**config.mk**
```make
export PLATFORM = sky130hd
export DESIGN_NAME = aer_err_report
export DESIGN_NICKNAME = d
export VERILOG_FILES = /design/src/rtl/aer_pkg.sv /design/src/rtl/aer_err_eval.sv /design/src/rtl/aer_reg_bank.sv /design/src/rtl/aer_err_report.sv
export SDC_FILE = /design/constraint.sdc
export NUM_CORES = 1
export LEC_CHECK = 0
export BUFFER_PORTS_ARGS = -buffer_cell sky130_fd_sc_hd__buf_2
export CAP_MARGIN = 20
export CORE_MARGIN = 3
export CORE_UTILIZATION = 62
export CTS_CLUSTER_DIAMETER = 60
export CTS_CLUSTER_SIZE = 28
export DETAILED_ROUTE_END_ITERATION = 8
export PLACE_DENSITY = 0.85
export SETUP_SLACK_MARGIN = 0.05
export SLEW_MARGIN = 40
export SYNTH_ARGS = -nofsm -noshare
export SYNTH_HDL_FRONTEND = slang
export SYNTH_SLANG_ARGS = --single-unit
```
**constraint.sdc**
```tcl
create_clock -name clk -period 14.2 [get_ports clk]
set_clock_uncertainty 0.1 [all_clocks]
set_input_delay 0.71 -clock clk [delete_from_list [all_inputs] [get_ports clk]]
set_output_delay 0.71 -clock clk [all_outputs]
set_load 0.01 [all_outputs]
```
**src/rtl/aer_pkg.sv**
```systemverilog
package aer_pkg;
  typedef enum logic [1:0] {
    MSG_COR      = 2'd0,
    MSG_NONFATAL = 2'd1,
    MSG_FATAL    = 2'd2
  } msg_code_e;

  localparam int ADDR_W = 4;
  localparam int WORD_W = 32;

  localparam logic [ADDR_W-1:0] A_CAPHDR  = 4'd0;
  localparam logic [ADDR_W-1:0] A_UNC_STS = 4'd1;
  localparam logic [ADDR_W-1:0] A_UNC_MSK = 4'd2;
  localparam logic [ADDR_W-1:0] A_UNC_SEV = 4'd3;
  localparam logic [ADDR_W-1:0] A_COR_STS = 4'd4;
  localparam logic [ADDR_W-1:0] A_COR_MSK = 4'd5;
  localparam logic [ADDR_W-1:0] A_CTRL    = 4'd6;
  localparam logic [ADDR_W-1:0] A_LOG0    = 4'd7;
  localparam logic [ADDR_W-1:0] A_DEV_EN  = 4'd11;
  localparam logic [ADDR_W-1:0] A_DEV_STS = 4'd12;
  localparam logic [ADDR_W-1:0] A_CMD     = 4'd13;
  localparam logic [ADDR_W-1:0] A_LEG_STS = 4'd14;

  // device control / status bit positions
  localparam int DV_COR = 0;
  localparam int DV_NF  = 1;
  localparam int DV_FAT = 2;
  localparam int DV_UR  = 3;

  localparam int CMD_SERR = 8;
  localparam int LS_STA   = 11;
  localparam int LS_SSE   = 14;
endpackage

```
**src/rtl/aer_err_eval.sv**
```systemverilog
module aer_err_eval
  import aer_pkg::*;
#(
  parameter int STS_W  = 32,
  parameter int ID_W   = 5,
  parameter int UR_BIT = 20,
  parameter int CA_BIT = 15
) (
  input  logic             ev_valid,
  input  logic             ev_uncorr,
  input  logic [ID_W-1:0]  ev_id,
  input  logic [STS_W-1:0] unc_sts,
  input  logic [STS_W-1:0] unc_mask,
  input  logic [STS_W-1:0] unc_sev,
  input  logic [STS_W-1:0] cor_mask,
  input  logic [3:0]       dev_en,
  input  logic             serr_en,
  output logic [STS_W-1:0] unc_set,
  output logic [STS_W-1:0] cor_set,
  output logic [3:0]       dev_set,
  output logic             sta_set,
  output logic             sse_set,
  output logic             capture,
  output logic             fire,
  output msg_code_e        code
);
  logic [STS_W-1:0] sel;
  logic is_ur, is_ca, masked_u, masked_c, fatal, sev_en;

  assign sel      = {{(STS_W-1){1'b0}}, 1'b1} << ev_id;
  assign is_ur    = (ev_id == ID_W'(UR_BIT));
  assign is_ca    = (ev_id == ID_W'(CA_BIT));
  assign masked_u = |(unc_mask & sel);
  assign masked_c = |(cor_mask & sel);
  assign fatal    = |(unc_sev & sel);
  assign sev_en   = fatal ? dev_en[DV_FAT] : dev_en[DV_NF];

  always_comb begin
    unc_set = '0;
    cor_set = '0;
    dev_set = '0;
    sta_set = 1'b0;
    sse_set = 1'b0;
    capture = 1'b0;
    fire    = 1'b0;
    code    = MSG_COR;
    if (ev_valid && !ev_uncorr) begin
      cor_set         = sel;
      dev_set[DV_COR] = 1'b1;
      fire            = !masked_c && dev_en[DV_COR];
      code            = MSG_COR;
    end else if (ev_valid) begin
      unc_set = sel;
      if (fatal) dev_set[DV_FAT] = 1'b1;
      else       dev_set[DV_NF]  = 1'b1;
      dev_set[DV_UR] = is_ur;
      sta_set        = is_ca;
      code           = fatal ? MSG_FATAL : MSG_NONFATAL;
      if (!masked_u) begin
        capture = (unc_sts == '0);
        if (is_ur) begin
          fire = dev_en[DV_UR];
        end else begin
          sse_set = 1'b1;
          fire    = serr_en || sev_en;
        end
      end
    end
  end
endmodule

```
**src/rtl/aer_reg_bank.sv**
```systemverilog
module aer_reg_bank
  import aer_pkg::*;
#(
  parameter int             STS_W    = 32,
  parameter int             ID_W     = 5,
  parameter int             HDR_DW   = 4,
  parameter logic [11:0]    NEXT_RST = 12'h000
) (
  input  logic                    clk,
  input  logic                    rst_n,
  input  logic                    cfg_we,
  input  logic [ADDR_W-1:0]       cfg_addr,
  input  logic [WORD_W-1:0]       cfg_wdata,
  output logic [WORD_W-1:0]       cfg_rdata,
  input  logic [ID_W-1:0]         ev_id,
  input  logic [HDR_DW*WORD_W-1:0] ev_hdr,
  input  logic [STS_W-1:0]        unc_set,
  input  logic [STS_W-1:0]        cor_set,
  input  logic [3:0]              dev_set,
  input  logic                    sta_set,
  input  logic                    sse_set,
  input  logic                    capture,
  output logic [STS_W-1:0]        unc_sts,
  output logic [STS_W-1:0]        unc_mask,
  output logic [STS_W-1:0]        unc_sev,
  output logic [STS_W-1:0]        cor_sts,
  output logic [STS_W-1:0]        cor_mask,
  output logic [3:0]              dev_en,
  output logic                    serr_en
);
  localparam int CTL_PAD = WORD_W - ID_W - 4;

  logic [11:0]       next_ptr;
  logic [3:0]        ctl_rw;
  logic [ID_W-1:0]   fep;
  logic [3:0]        dev_sts;
  logic              leg_sta, leg_sse;
  logic [WORD_W-1:0] hdr_log [HDR_DW];

  function automatic logic hit(input logic [ADDR_W-1:0] a);
    return cfg_we && (cfg_addr == a);
  endfunction

  function automatic logic [WORD_W-1:0] clr(input logic [ADDR_W-1:0] a);
    return hit(a) ? cfg_wdata : '0;
  endfunction

  logic [WORD_W-1:0] leg_clr, dev_clr;
  assign leg_clr = clr(A_LEG_STS);
  assign dev_clr = clr(A_DEV_STS);

  always_ff @(posedge clk) begin
    if (!rst_n) begin
      next_ptr <= NEXT_RST;
      ctl_rw   <= 4'hF;
      fep      <= '0;
      unc_sts  <= '0;
      unc_mask <= '0;
      unc_sev  <= '0;
      cor_sts  <= '0;
      cor_mask <= '0;
      dev_en   <= '0;
      dev_sts  <= '0;
      serr_en  <= 1'b0;
      leg_sta  <= 1'b0;
      leg_sse  <= 1'b0;
    end else begin
      if (hit(A_CAPHDR))  next_ptr <= cfg_wdata[31:20];
      if (hit(A_CTRL))    ctl_rw   <= cfg_wdata[ID_W+3:ID_W];
      if (hit(A_UNC_MSK)) unc_mask <= cfg_wdata[STS_W-1:0];
      if (hit(A_UNC_SEV)) unc_sev  <= cfg_wdata[STS_W-1:0];
      if (hit(A_COR_MSK)) cor_mask <= cfg_wdata[STS_W-1:0];
      if (hit(A_DEV_EN))  dev_en   <= cfg_wdata[3:0];
      if (hit(A_CMD))     serr_en  <= cfg_wdata[CMD_SERR];
      if (capture)        fep      <= ev_id;
      unc_sts <= (unc_sts & ~clr(A_UNC_STS)) | unc_set;
      cor_sts <= (cor_sts & ~clr(A_COR_STS)) | cor_set;
      dev_sts <= (dev_sts & ~dev_clr[3:0]) | dev_set;
      leg_sta <= (leg_sta & ~leg_clr[LS_STA]) | sta_set;
      leg_sse <= (leg_sse & ~leg_clr[LS_SSE]) | sse_set;
    end
  end

  for (genvar i = 0; i < HDR_DW; i++) begin : g_log
    always_ff @(posedge clk) begin
      if (!rst_n)       hdr_log[i] <= '0;
      else if (capture) hdr_log[i] <= ev_hdr[i*WORD_W +: WORD_W];
    end
  end

  always_comb begin
    cfg_rdata = '0;
    case (cfg_addr)
      A_CAPHDR:  cfg_rdata = {next_ptr, 4'h1, 16'h0001};
      A_UNC_STS: cfg_rdata = WORD_W'(unc_sts);
      A_UNC_MSK: cfg_rdata = WORD_W'(unc_mask);
      A_UNC_SEV: cfg_rdata = WORD_W'(unc_sev);
      A_COR_STS: cfg_rdata = WORD_W'(cor_sts);
      A_COR_MSK: cfg_rdata = WORD_W'(cor_mask);
      A_CTRL:    cfg_rdata = {{CTL_PAD{1'b0}}, ctl_rw, fep};
      A_DEV_EN:  cfg_rdata = WORD_W'(dev_en);
      A_DEV_STS: cfg_rdata = WORD_W'(dev_sts);
      A_CMD:     cfg_rdata = WORD_W'(serr_en) << CMD_SERR;
      A_LEG_STS: cfg_rdata = (WORD_W'(leg_sta) << LS_STA) | (WORD_W'(leg_sse) << LS_SSE);
      default: begin
        for (int k = 0; k < HDR_DW; k++)
          if (cfg_addr == A_LOG0 + ADDR_W'(k)) cfg_rdata = hdr_log[k];
      end
    endcase
  end
endmodule

```
**src/rtl/aer_err_report.sv**
```systemverilog
module aer_err_report
  import aer_pkg::*;
#(
  parameter int          STS_W    = 32,
  parameter int          ID_W     = $clog2(STS_W),
  parameter int          HDR_DW   = 4,
  parameter int          UR_BIT   = 20,
  parameter int          CA_BIT   = 15,
  parameter logic [11:0] NEXT_RST = 12'h000
) (
  input  logic                     clk,
  input  logic                     rst_n,
  input  logic                     ev_valid,
  input  logic                     ev_uncorr,
  input  logic [ID_W-1:0]          ev_id,
  input  logic [HDR_DW*WORD_W-1:0] ev_hdr,
  input  logic                     cfg_we,
  input  logic [ADDR_W-1:0]        cfg_addr,
  input  logic [WORD_W-1:0]        cfg_wdata,
  output logic [WORD_W-1:0]        cfg_rdata,
  output logic                     msg_valid,
  output logic [1:0]               msg_code
);
  logic [STS_W-1:0] unc_sts_w, unc_mask_w, unc_sev_w, cor_sts_w, cor_mask_w;
  logic [STS_W-1:0] unc_set, cor_set;
  logic [3:0]       dev_en_w, dev_set;
  logic             serr_en_w, sta_set, sse_set, capture, fire;
  msg_code_e        code;

  aer_err_eval #(.STS_W(STS_W), .ID_W(ID_W), .UR_BIT(UR_BIT), .CA_BIT(CA_BIT)) u_eval (
    .ev_valid(ev_valid), .ev_uncorr(ev_uncorr), .ev_id(ev_id),
    .unc_sts(unc_sts_w), .unc_mask(unc_mask_w), .unc_sev(unc_sev_w),
    .cor_mask(cor_mask_w), .dev_en(dev_en_w), .serr_en(serr_en_w),
    .unc_set(unc_set), .cor_set(cor_set), .dev_set(dev_set),
    .sta_set(sta_set), .sse_set(sse_set), .capture(capture),
    .fire(fire), .code(code)
  );

  aer_reg_bank #(.STS_W(STS_W), .ID_W(ID_W), .HDR_DW(HDR_DW), .NEXT_RST(NEXT_RST)) u_regs (
    .clk(clk), .rst_n(rst_n),
    .cfg_we(cfg_we), .cfg_addr(cfg_addr), .cfg_wdata(cfg_wdata), .cfg_rdata(cfg_rdata),
    .ev_id(ev_id), .ev_hdr(ev_hdr),
    .unc_set(unc_set), .cor_set(cor_set), .dev_set(dev_set),
    .sta_set(sta_set), .sse_set(sse_set), .capture(capture),
    .unc_sts(unc_sts_w), .unc_mask(unc_mask_w), .unc_sev(unc_sev_w),
    .cor_sts(cor_sts_w), .cor_mask(cor_mask_w), .dev_en(dev_en_w), .serr_en(serr_en_w)
  );

  always_ff @(posedge clk) begin
    if (!rst_n) begin
      msg_valid <= 1'b0;
      msg_code  <= MSG_COR;
    end else begin
      msg_valid <= fire;
      msg_code  <= fire ? code : MSG_COR;
    end
  end
endmodule

```
* Word level (Yosys, flattened, before mapping)
Memory sizes are Yosys's and may differ from the RTL's.
Cells that the tools add are included.
** Operators by class
- Shift operators :: 1
- Mux-type cells :: 40
- Reductions and logical operators :: 22
- Eq/ne operators :: 16
- Bitwise operators :: 26
** Operators by type and width (number)
- $mux W32 :: 13
- $pmux W32 S11 :: 1
- $and A32 B32 Y32 :: 5
- $reduce_or A32 Y1 :: 3
- $not A32 Y32 :: 2
- $or A32 B32 Y32 :: 2
- $logic_not A32 Y1 :: 1
- $shl A1 B5 Y32 const A :: 1
- $eq A4 B4 Y1 const B :: 7
- $mux W1 :: 21
- $eq A4 B3 Y1 const B :: 4
- $mux W15 :: 1
- $or A12 B15 Y15 :: 1
- $logic_and A1 B1 Y1 :: 13
- $eq A4 B2 Y1 const B :: 2
- $mux W3 :: 2
- $or A1 B1 Y1 :: 6
- $eq A5 B4 Y1 const B :: 1
- $eq A5 B5 Y1 const B :: 1
- $not A1 Y1 :: 5
- $and A4 B4 Y4 :: 1
- $eq A4 B1 Y1 const B :: 1
- $logic_not A4 Y1 :: 1
- $mux W4 :: 1
- other kinds (7) :: 9
** Storage, ports and cells
- RAM bits :: 128
- Memories :: 1
- Word-level logic and storage cells :: 121
- Input port bits :: 174
- Register bits :: 195
- Output and inout bits :: 35
** Memories
- u_regs.hdr_log :: depth 4, bits a word 32, read ports 4, clocked after Yosys merged registers in 0, write ports 4, line aer_reg_bank.sv:38 : logic [WORD_W-1:0] hdr_log [HDR_DW];

* Logic depth before layout (Yosys ltp)
- Word-level depth :: 11
- Gate-level depth with buffers :: 11
- Depth with buffers taken out :: 7

* Modules after synthesis
Synthesis repeated with hierarchy kept, for this count alone.
** Second synthesis, totals
- Cell total of the unflattened synthesis :: 1755
- Area total of the unflattened synthesis :: 16338.2 µm²
** Modules (own cells, without submodules)
- aer_reg_bank :: area an instance 14601.5 µm², seq. area each 7687.4 µm², cells each 1454, instances 1
- aer_err_eval :: area an instance 1657.8 µm², seq. area each 0.0 µm², cells each 295, instances 1
- aer_err_report :: area an instance 78.8 µm², seq. area each 60.1 µm², cells each 6, instances 1

* Least setup slack after synthesis
Ideal clock, no wire load.
- Path kind :: input-to-reg
- From :: in ev_id[3]
- To :: mem u_regs.hdr_log[0][0], enable pin
- Stages :: 8
- Slack :: 8598 ps
- Data required time :: 13608 ps
- Data arrival time :: 5010 ps
- Cell sequence :: buf_6 mux2_1 a31oi_1 nand3_1 or4_1 nand4bb_1 clkbuf_1 nand2_1
** RTL lines
- start: declaration :: line aer_err_report.sv:15 : input logic [ID_W-1:0] ev_id,
- end: declaration :: line aer_reg_bank.sv:38

==> impl_metrics.yaml <==
sta:
  max_freq_mhz: 224.4
  finalSetupViolations: 0
  slew_headroom_pct: 37.58
  hold_violations: 0
  fin_tns_setup_ns: 0
  worst_pin_slew_ns: 0.9329
  fin_crit_sh_pct: 31.38
  rsz0062_at_grt: "no"
  period_minus_slack_ns: 4.456
  slew_viol_final: 0
clocking:
  cts_hold_buf: 0
  clockBufferDepth: 3
  clk_pin_slew_worst_paths_ns: 0.10
  cts_buffers: 23
  postCtsSetupRepairBufs: 0
  clk_latency_ns: 0.56
  cts.repair.resized: 0
  cts.sinks: 323
  cts-root-buf: "clkbuf_16"
  cts_tree: "built"
  htreeDepth: 1
synth:
  syn_area_sq_mm: 0.01478
  synthTopCellsByArea: "dfxtp_1 26%, edfxtp_1 26%, nand2_1 8.6%, a22oi_1 7.5%, and2_1 5.8%"
  synth_fp_nets: 1780
  yosysTopAreaCellShare_pct: 26.41
  syn_area_per_cell_sq_um: 9.203
  ys_seq_area_share_pct: 52.42
  yosys_register_bits: 323
  synth_ff_type: "dfxtp_1"
  synth.distinct_cells: 65
  ys_async_sr_fraction_pct: 0
  synth-edff-count: 128
  synth_cells: 1606
  synth_area_leader_cell: "dfxtp_1"
  yosys_warnings: 0
drt:
  drt_wl_total_um: 53260
  dr_wl_met3_um: 7666
  vias_per_cell: 6.769
  dr.max_layer_used: "met4"
  wl_per_cell_um: 25.78
  drt_iter0_markers: 2747
  met1_length_um: 20030
  drcViolationCount: 0
  met2_length_um: 22460
  ant_nets: 0
  firstDrtPassIters: 7
  via_count: 13980
hold_path:
  hold_end: "u_regs.hdr_log[0][10]"
  hold_depth: 2
  hold_class: "primary input to register"
  worstHoldStart: "ev_hdr[10]"
critical_path:
  r2r_slack_ns: 10.14
  rr_startpoint: "u_regs.unc_mask[9]"
  critical_path_required_ns: 14.29
  r2r_end: "u_regs.hdr_log[0][27]"
  start_kind: "primary input"
  cp_max_fo: 87
  crit_path_end_kind: "register"
  critical_path_class: "primary input to register"
  r2r_cells: 7
  crit_arrival_ns: 4.54
run_status:
  status: "completed"
grt:
  grt_max_degree: 129
  grt_pass1_wl_um: 79550
  grt.total_usage_pct: 40.01
  antenna_found_initial: 2
  grt_pass1_vias: 13170
  grt.overflow.total: 0
die:
  boundaryPins: 209
  rows: 55
  start_util_pct: 64.11
  die_w_um: 160.4
  dieArea_sq_mm: 0.02573
  coreArea_sq_mm: 0.02305
  dieHeight_um: 160.4
power:
  cellPowerDensity_mw_per_mm2: 116.3
  power_uw: 1964
  vdd_ir_drop_max_mv: 0.09639
  power.leakage_uw: 0.006257
placement:
  port_buffers: 208
  gp_congestion: 1.030
  dp_hpwl_um: 36380
final_layout:
  area_delta_synth_final_pct: 14.20
  drive_gt1_share_pct: 17.93
  final_nets: 1908
  final_util_pct: 73.22
flow_run:
  timing.max_cap.violations: 0
[cell type report]
type                    count  area [sq um]
diodes                      2         5.005
multi-input cells        1151          6579
inverters                   3         13.76
fillers                  1664          6173
clock inverters            17         285.3
clock buffers              25         614.3
well taps                 313         391.6
repair buffers            232          1244
flip-flops and latches    323          7747
[sequential cells by signal, indices dropped and copies added (netlist names)]
name             flops
u_regs.next_ptr     12
u_regs.cor_sts      32
u_regs.fep           5
u_regs.unc_sts      32
u_regs.hdr_log     128
u_regs.dev_en        4
u_regs.ctl_rw        4
msg_valid            1
u_regs.serr_en       1
msg_code             2
u_regs.dev_sts       4
u_regs.unc_sev      32
u_regs.unc_mask     32
u_regs.leg_sta       1
u_regs.cor_mask     32
u_regs.leg_sse       1
[metrics by stage]
stage	setup WS, ns	std cells	hold slack [ns]	instance area (sq um)
floorplan	8.598	1606	0.3360	14780
global placement	9.113	2020	0.3420	15890
detailed placement	9.238	2022	0.3485	15960
CTS	9.791	2064	0.3099	16860
global route	9.496	2065	0.3047	16880
finish	9.744	2066	0.3134	16880
[critical path, cell delays in order]
cell and delay [ns]:
buf_2 0.54, nor2_1 0.30, a22o_1 0.30, a32o_1 0.21, or4_1 0.44, nand4bb_1 0.60
nand2_4 0.66, buf_6 0.66
[power breakdown]
group | switching (uW) | total, uW | internal [uW]
registers | 17.9 | 1020 | 1000
clock network | 380 | 777 | 396
logic | 114 | 166 | 51.8
total | 512 | 1960 | 1450
[synth_stat cells, types with 3 or more instances]
cell	number
mux2_2	9
mux2i_1	16
nor2b_1	6
a32oi_1	6
and3_1	9
and2_1	136
a21oi_1	124
dfxtp_1	195
a221o_1	12
nand2b_1	6
a22oi_1	147
buf_2	5
a31oi_1	8
nand4_1	25
a22o_1	9
nand3_1	45
buf_6	6
a222oi_1	25
o21ai_0	31
clkbuf_2	12
a221oi_1	9
nand3b_1	4
o22ai_1	3
a32o_1	4
nand2_1	338
buf_4	5
nor3b_1	4
nor3_1	13
mux2_4	3
and3b_1	3
nor4_1	15
edfxtp_1	128
nor2_1	108
clkbuf_1	99
[logic make-up (layout without fill, tap and decap cells)]
logic type	count (synthesis)	after routing	share of synthesized area, %
buffers and inverters	132	277	3.928
flip-flops	323	323	52.42
AO/OA/AOI/OAI	394	394	18.26
other	0	2	0
multiplexers	29	29	2.150
AND/OR/NAND/NOR	728	728	23.25
[layer usage]
metal  GRT usage, %  vias up
met4          17.48        0
met2          59.08     1188
met5              0        -
met1          56.09     6500
met3          10.11      234
li1               -     6062
[how the worst max path moves through the flow]
stage                         from                     to  slack, ns  cells after the start
after floorplan           ev_id[3]   u_regs.hdr_log[0][0]       8.60                      8
after global placement    ev_id[1]  u_regs.hdr_log[3][25]       9.11                      8
after detailed placement  ev_id[1]  u_regs.hdr_log[2][28]       9.24                      8
after CTS                 ev_id[1]  u_regs.hdr_log[1][26]       9.79                      8
after global routing      ev_id[1]  u_regs.hdr_log[2][28]       9.50                      8
final                     ev_id[1]  u_regs.hdr_log[0][27]       9.74                      8
[placed cells by master (no fill, tap or decap), types with 4 or more instances in the layout]
master       n
inv_12       4
dfxtp_1    195
nand2_1    336
and2_1     134
nand4_1     25
clkbuf_16   24
a22o_1       9
a221o_1     12
nor2_1      99
nor3b_1      4
and3_1       8
a32oi_1      6
nand2b_1     6
a222oi_1    25
a31oi_1      8
mux2i_1     16
a32o_1       4
a22oi_1    147
mux2_2       9
nand3_1     44
edfxtp_1   128
buf_2      208
o21ai_0     31
nor3_2       4
buf_6        4
buf_4       19
nor3_1       7
nor4_1      13
nor2_2       6
nor2b_1      6
nand3b_1     4
a221oi_1     9
a21oi_1    124
Note: power is estimated with default switching activity, not from simulation.
